File: config.mk
export PLATFORM = sky130hd
export DESIGN_NAME = edge_word_stack
export DESIGN_NICKNAME = d
export VERILOG_FILES = /design/src/rtl/stack_pkg.sv /design/src/rtl/stack_ctrl.sv /design/src/rtl/stack_data.sv /design/src/rtl/edge_word_stack.sv
export SDC_FILE = /design/constraint.sdc
export NUM_CORES = 1
export LEC_CHECK = 0
export BUFFER_PORTS_ARGS = -buffer_cell sky130_fd_sc_hd__buf_4
export CAP_MARGIN = 15
export CORE_ASPECT_RATIO = 0.7
export CORE_MARGIN = 2
export CORE_UTILIZATION = 40
export DETAILED_ROUTE_END_ITERATION = 6
export PLACE_DENSITY = 0.55
export SLEW_MARGIN = 15
export SYNTH_ARGS = -nofsm -noshare
export SYNTH_HDL_FRONTEND = slang
export SYNTH_HIERARCHICAL = 1
export SYNTH_SLANG_ARGS = --single-unit
File: constraint.sdc
create_clock -name clk -period 4.3 [get_ports clk]
set_input_delay 0.43 -clock clk [delete_from_list [all_inputs] [get_ports clk]]
set_output_delay 0.43 -clock clk [all_outputs]
set_load 0.02 [all_outputs]
File: src/rtl/stack_pkg.sv
package stack_pkg;
  // Command from control to datapath, valid for one cycle
  typedef struct packed {
    logic doLoad;    // accepted store this cycle
    logic doUnload;  // accepted retrieval this cycle
    logic lifoSel;   // retrieval order for this cycle
  } stackCmd_t;
endpackage

File: src/rtl/stack_ctrl.sv
module stack_ctrl
  import stack_pkg::*;
#(
  parameter int DEPTH = 5,
  parameter int CNT_W = $clog2(DEPTH + 1)
) (
  input  logic             clk,
  input  logic             rst_n,
  input  logic             loadStrobe,
  input  logic             unloadStrobe,
  input  logic             lifoMode,
  input  logic             errClear,
  output stackCmd_t        cmd,
  output logic [CNT_W-1:0] count,
  output logic             isFull,
  output logic             isEmpty,
  output logic             errFlag
);
  localparam logic [CNT_W-1:0] DEPTH_C = CNT_W'(DEPTH);

  logic             loadPrev, unloadPrev;
  logic             ldEdge, ulEdge, ulOk, ldOk, errSet;
  logic [CNT_W-1:0] cntAfterUl;

  assign ldEdge     = loadStrobe & ~loadPrev;
  assign ulEdge     = unloadStrobe & ~unloadPrev;
  // retrieval is resolved before the store in the same cycle
  assign ulOk       = ulEdge && (count != '0);
  assign cntAfterUl = count - CNT_W'(ulOk);
  assign ldOk       = ldEdge && (cntAfterUl != DEPTH_C);
  assign errSet     = (ulEdge && !ulOk) || (ldEdge && !ldOk);

  assign cmd     = '{doLoad: ldOk, doUnload: ulOk, lifoSel: lifoMode};
  assign isFull  = (count == DEPTH_C);
  assign isEmpty = (count == '0);

  always_ff @(posedge clk) begin
    if (!rst_n) begin
      loadPrev   <= 1'b0;
      unloadPrev <= 1'b0;
      count      <= '0;
      errFlag    <= 1'b0;
    end else begin
      loadPrev   <= loadStrobe;
      unloadPrev <= unloadStrobe;
      count      <= cntAfterUl + CNT_W'(ldOk);
      if (errSet)        errFlag <= 1'b1;
      else if (errClear) errFlag <= 1'b0;
    end
  end

  AST_CNT_RANGE: assert property (@(posedge clk) disable iff (!rst_n)
    count <= DEPTH_C);
  AST_HELD_NO_LOAD: assert property (@(posedge clk) disable iff (!rst_n)
    (loadStrobe && loadPrev && !ulEdge) |=> $stable(count));
  AST_FULL_REJECT: assert property (@(posedge clk) disable iff (!rst_n)
    (ldEdge && !ulEdge && isFull) |=> (errFlag && count == DEPTH_C));
  AST_EMPTY_REJECT: assert property (@(posedge clk) disable iff (!rst_n)
    (ulEdge && isEmpty) |=> errFlag);
  AST_ERR_STICKY: assert property (@(posedge clk) disable iff (!rst_n)
    (errFlag && !errClear) |=> errFlag);
  AST_BOTH_FULL: assert property (@(posedge clk) disable iff (!rst_n)
    (ldEdge && ulEdge && isFull) |=> isFull);
endmodule

File: src/rtl/stack_data.sv
module stack_data
  import stack_pkg::*;
#(
  parameter int DATA_W = 16,
  parameter int DEPTH  = 5,
  parameter int CNT_W  = $clog2(DEPTH + 1)
) (
  input  logic              clk,
  input  logic              rst_n,
  input  stackCmd_t         cmd,
  input  logic [CNT_W-1:0]  count,
  input  logic [DATA_W-1:0] srcWord,
  output logic [DATA_W-1:0] outWord
);
  logic [DATA_W-1:0] slotMem [DEPTH];
  logic [CNT_W-1:0]  readIdx, writeIdx;
  logic [DATA_W-1:0] readWord;
  logic              fifoShift;

  assign readIdx   = cmd.lifoSel ? (count - CNT_W'(1)) : '0;
  assign writeIdx  = count - CNT_W'(cmd.doUnload);
  assign fifoShift = cmd.doUnload && !cmd.lifoSel;

  always_comb begin
    readWord = '0;
    for (int k = 0; k < DEPTH; k++)
      if (readIdx == CNT_W'(k)) readWord = slotMem[k];
  end

  for (genvar i = 0; i < DEPTH; i++) begin : g_slot
    logic [DATA_W-1:0] shiftIn;
    if (i < DEPTH - 1) begin : g_mid
      assign shiftIn = slotMem[i+1];
    end else begin : g_top
      assign shiftIn = '0;
    end
    always_ff @(posedge clk) begin
      if (!rst_n)                                   slotMem[i] <= '0;
      else if (cmd.doLoad && writeIdx == CNT_W'(i)) slotMem[i] <= srcWord;
      else if (fifoShift)                           slotMem[i] <= shiftIn;
    end
  end

  always_ff @(posedge clk) begin
    if (!rst_n)            outWord <= '0;
    else if (cmd.doUnload) outWord <= readWord;
  end

  AST_OUT_HOLD: assert property (@(posedge clk) disable iff (!rst_n)
    !cmd.doUnload |=> $stable(outWord));
  AST_FIFO_HEAD: assert property (@(posedge clk) disable iff (!rst_n)
    fifoShift |=> (outWord == $past(slotMem[0])));
endmodule

File: src/rtl/edge_word_stack.sv
module edge_word_stack
  import stack_pkg::*;
#(
  parameter int DATA_W = 16,
  parameter int DEPTH  = 5,
  parameter int CNT_W  = $clog2(DEPTH + 1)
) (
  input  logic              clk,
  input  logic              rst_n,
  input  logic              loadStrobe,
  input  logic              unloadStrobe,
  input  logic              lifoMode,
  input  logic              errClear,
  input  logic [DATA_W-1:0] srcWord,
  output logic [DATA_W-1:0] outWord,
  output logic [CNT_W-1:0]  count,
  output logic              isFull,
  output logic              isEmpty,
  output logic              errFlag
);
  stackCmd_t cmd;

  stack_ctrl #(.DEPTH(DEPTH), .CNT_W(CNT_W)) u_ctrl (
    .clk(clk), .rst_n(rst_n), .loadStrobe(loadStrobe),
    .unloadStrobe(unloadStrobe), .lifoMode(lifoMode), .errClear(errClear),
    .cmd(cmd), .count(count), .isFull(isFull), .isEmpty(isEmpty),
    .errFlag(errFlag)
  );

  stack_data #(.DATA_W(DATA_W), .DEPTH(DEPTH), .CNT_W(CNT_W)) u_data (
    .clk(clk), .rst_n(rst_n), .cmd(cmd), .count(count),
    .srcWord(srcWord), .outWord(outWord)
  );
endmodule

==> flow_metrics.env <==
export IMPL_overflow=0
export IMPL_io_buffers=43
export IMPL_drc_errors=0
export IMPL_slew_headroom=0.4462
export IMPL_drt_vias_per_instance=5.986
export IMPL_worstPathMaxFanout=16
export IMPL_grt_pass1_vias=3380
export IMPL_synth_edf_count=80
export IMPL_cts_tree="built"
export IMPL_drv_slew=0
export IMPL_clockBufferDepth=2
export IMPL_post_cts_repair_setup_buffers=0
export IMPL_worstSetupEndpointType="flop"
export IMPL_irDropWorstVdd_mv=0.2614
export IMPL_async_flop_share=0
export IMPL_insertion_delay_ps=350
export IMPL_antenna_cells=0
export IMPL_post_drt_wl_per_cell_um=22.90
export IMPL_layoutNonFillerInstCount=578
export IMPL_synth_area_per_cell_sq_um=13.03
export IMPL_syn_area_sq_mm=0.004923
export IMPL_die_y_um=96.83
export IMPL_vias=3460
export IMPL_ys_warn_count=6
export IMPL_drive_above_1_share=0.2114
export IMPL_powerDensity_mw_per_mm2=650.5
export IMPL_io_pins=44
export IMPL_dieArea_sq_mm=0.01323
export IMPL_cts_max_level=3
export IMPL_setup_viol=0
export IMPL_core_sq_mm=0.01185
export IMPL_grt_pass1_wl_um=20670
export IMPL_wl_um=13230
export IMPL_ctsRootBufferMaster="clkbuf_16"
export IMPL_syn_nets=407
export IMPL_finalCritPeriodShare=0.8696
export IMPL_drt_iter0_markers=390
export IMPL_nets=445
export IMPL_first_pass_iters=5
export IMPL_start_util=0.4155
export IMPL_dp_cells=562
export IMPL_ant_nets=0
export IMPL_synth_top_cell_by_area="edfxtp_1"
export IMPL_synth_cells=378
export IMPL_ys_seq_area_frac=0.5774
export IMPL_p_leak_nw=2.131
export IMPL_grt_util_all_layers=0.2113
export IMPL_worstPathRequired_ps=4510
export IMPL_ys_seq_elements=102
export IMPL_syn2layout_area_growth_pct=14.89
export IMPL_rows=33
export IMPL_cts_clk_slew_worst_paths_ps=70
export IMPL_status="finished, final reports clean"
export IMPL_cts_hold_fix_buffers=0
export IMPL_hpwl_um=8310
export IMPL_hp_class="in -> reg"
export IMPL_numCtsBuffers=9
export IMPL_die_w_um=136.6
export IMPL_path_class="reg -> reg"
export IMPL_ys_types=41
export IMPL_worst_pin_slew_ps=828.0
export IMPL_place_congestion=0.8351
export IMPL_num_fill_cells=1065
export IMPL_cts_sinks=102
export IMPL_netlist_area_leader_share=0.4879
export IMPL_setup_tns_final_ps=0
export IMPL_skew_ps=6.859
export IMPL_worstPathArrival_ps=3950
export IMPL_post_cts_resized=0
export IMPL_start_kind="flop"
export IMPL_antenna_found_initial=0
export IMPL_synthTopCellsByArea="edfxtp_1, a22o_1, dfxtp_1, and2_1, a21oi_1"
export IMPL_period_minus_slack_ps=3739
export IMPL_drv_cap=0
export IMPL_hold_viol_final=0
export IMPL_synthFlopType="edfxtp_1"
export IMPL_max_clock_freq_mhz=267.4
export IMPL_rsz0062_at_grt="false"
export IMPL_grt_start_max_net_pins=25
[metrics by stage]
| stage | hold WS [ps] | setup slack [ps] | power [W] | instance area (sq um) | utilization |
|---|---|---|---|---|---|
| 3_5_place_dp | 495.6 | 584.3 | 0.002844 | 5353 | 0.4517 |
| 5_1_grt | 300.2 | 304.7 | 0.003857 | 5657 | 0.4774 |
| 2_1_floorplan | 470.8 | 123.2 | 0.002418 | 4923 | - |
| 6_report | 301.8 | 560.7 | 0.003679 | 5657 | 0.4774 |
| 4_1_cts | 296.8 | 566.9 | 0.003673 | 5657 | 0.4774 |
| 3_3_place_gp | 490.2 | 827.8 | 0.002837 | 5353 | 0.4517 |
[layout make-up]
| cell class | instances | area (sq um) | share of cell area |
|---|---|---|---|
| clock inverter | 4 | 25.02 | 0.004424 |
| clock buffer | 12 | 279.0 | 0.04933 |
| multi-input combinational | 235 | 1837 | 0.3247 |
| timing repair buffer | 59 | 442.9 | 0.07830 |
| tap | 157 | 196.4 | 0.03473 |
| inverter | 9 | 33.78 | 0.005972 |
| sequential | 102 | 2843 | 0.5025 |
[layer usage]
layer	vias up	global-route usage	wire length, um
met5	-	0	0
met4	0	0.05128	165
met3	13	0.05922	906
met2	128	0.2727	5315
li1	1574	-	-
met1	1745	0.3409	6847
[synth_stat cells (all sizes together) (3+ instances only)]
| cell type | instances |
|---|---|
| and3 | 3 |
| nand2b | 3 |
| a2bb2oi | 16 |
| edfxtp | 80 |
| inv | 9 |
| nor3 | 6 |
| nor3b | 3 |
| clkbuf | 11 |
| o21ai | 5 |
| buf | 21 |
| xnor2 | 4 |
| a221oi | 16 |
| o31ai | 16 |
| dfxtp | 22 |
| ha | 7 |
| and2 | 39 |
| a22o | 64 |
| nor2b | 4 |
| a21oi | 32 |
| nand2 | 3 |
[power breakdown]
part | internal, W | switching, W
clock network | 0.000463 | 0.000363
logic | 0.000515 | 0.000861
registers | 0.00136 | 0.000122
total | 0.00233 | 0.00135
[final timing paths]
| kind | start | end | depth (start not counted) | slack [ps] |
|---|---|---|---|---|
| hold reg to reg | u_data/slotMem[4][4] | u_data/outWord[4] | 2 | 520 |
| setup reg to reg | u_ctrl/count[2] | u_data/slotMem[0][3] | 11 | 560 |
| setup / recovery | u_ctrl/count[2] | u_data/slotMem[0][3] | 11 | 560 |
| hold / removal | loadStrobe | u_ctrl/loadPrev | 2 | 300 |
[layout by cell type (no fill, tap or decap), types with 2 or more instances in the layout]
cell | synthesis | routed
a211oi_4 | 2 | 2
a21oi_1 | 32 | 32
a221oi_1 | 16 | 16
a22o_1 | 64 | 64
a2bb2oi_1 | 16 | 16
and2_1 | 39 | 39
and3_4 | 2 | 2
buf_4 | 3 | 59
clkbuf_16 | 0 | 11
clkinv_2 | 0 | 2
dfxtp_1 | 22 | 22
edfxtp_1 | 80 | 80
ha_1 | 7 | 7
inv_1 | 9 | 9
nand2_1 | 2 | 2
nand2b_1 | 3 | 3
nand3_1 | 2 | 2
nor2b_1 | 4 | 4
nor3_1 | 2 | 2
nor3_2 | 2 | 2
nor3_4 | 2 | 2
o21ai_1 | 1 | 5
o31ai_1 | 16 | 16
xnor2_1 | 4 | 4
[critical path, cell delays in order, from the launching register on]
cell and delay, ps:
dfxtp_1 560, nor3_1 130, nor3b_1 580, ha_1 270
ha_1 160, xnor2_1 190, nor3_1 80, nor2_1 240
nand3_1 250, nor2_2 220, and2_1 660, a22o_1 260
[cell families (layout without fill, tap and decap cells)]
| group | Yosys count | in the layout | synth area share |
|---|---|---|---|
| XOR/XNOR | 6 | 6 | 0.01220 |
| buffers and inverters | 41 | 84 | 0.04955 |
| AO/OA/AOI/OAI | 153 | 153 | 0.2442 |
| flip-flops | 102 | 102 | 0.5774 |
| adder cells (fa/ha/maj) | 7 | 7 | 0.01779 |
| AND/OR/NAND/NOR | 69 | 69 | 0.09886 |
[flip-flops by register name (all words and copies together), names as in the netlist]
| signal | cells |
|---|---|
| u_data/slotMem | 80 |
| u_data/outWord | 16 |
| u_ctrl/count | 3 |
| u_ctrl/errFlag | 1 |
| u_ctrl/loadPrev | 1 |
| u_ctrl/unloadPrev | 1 |
Power figures use the tool's default switching activity.
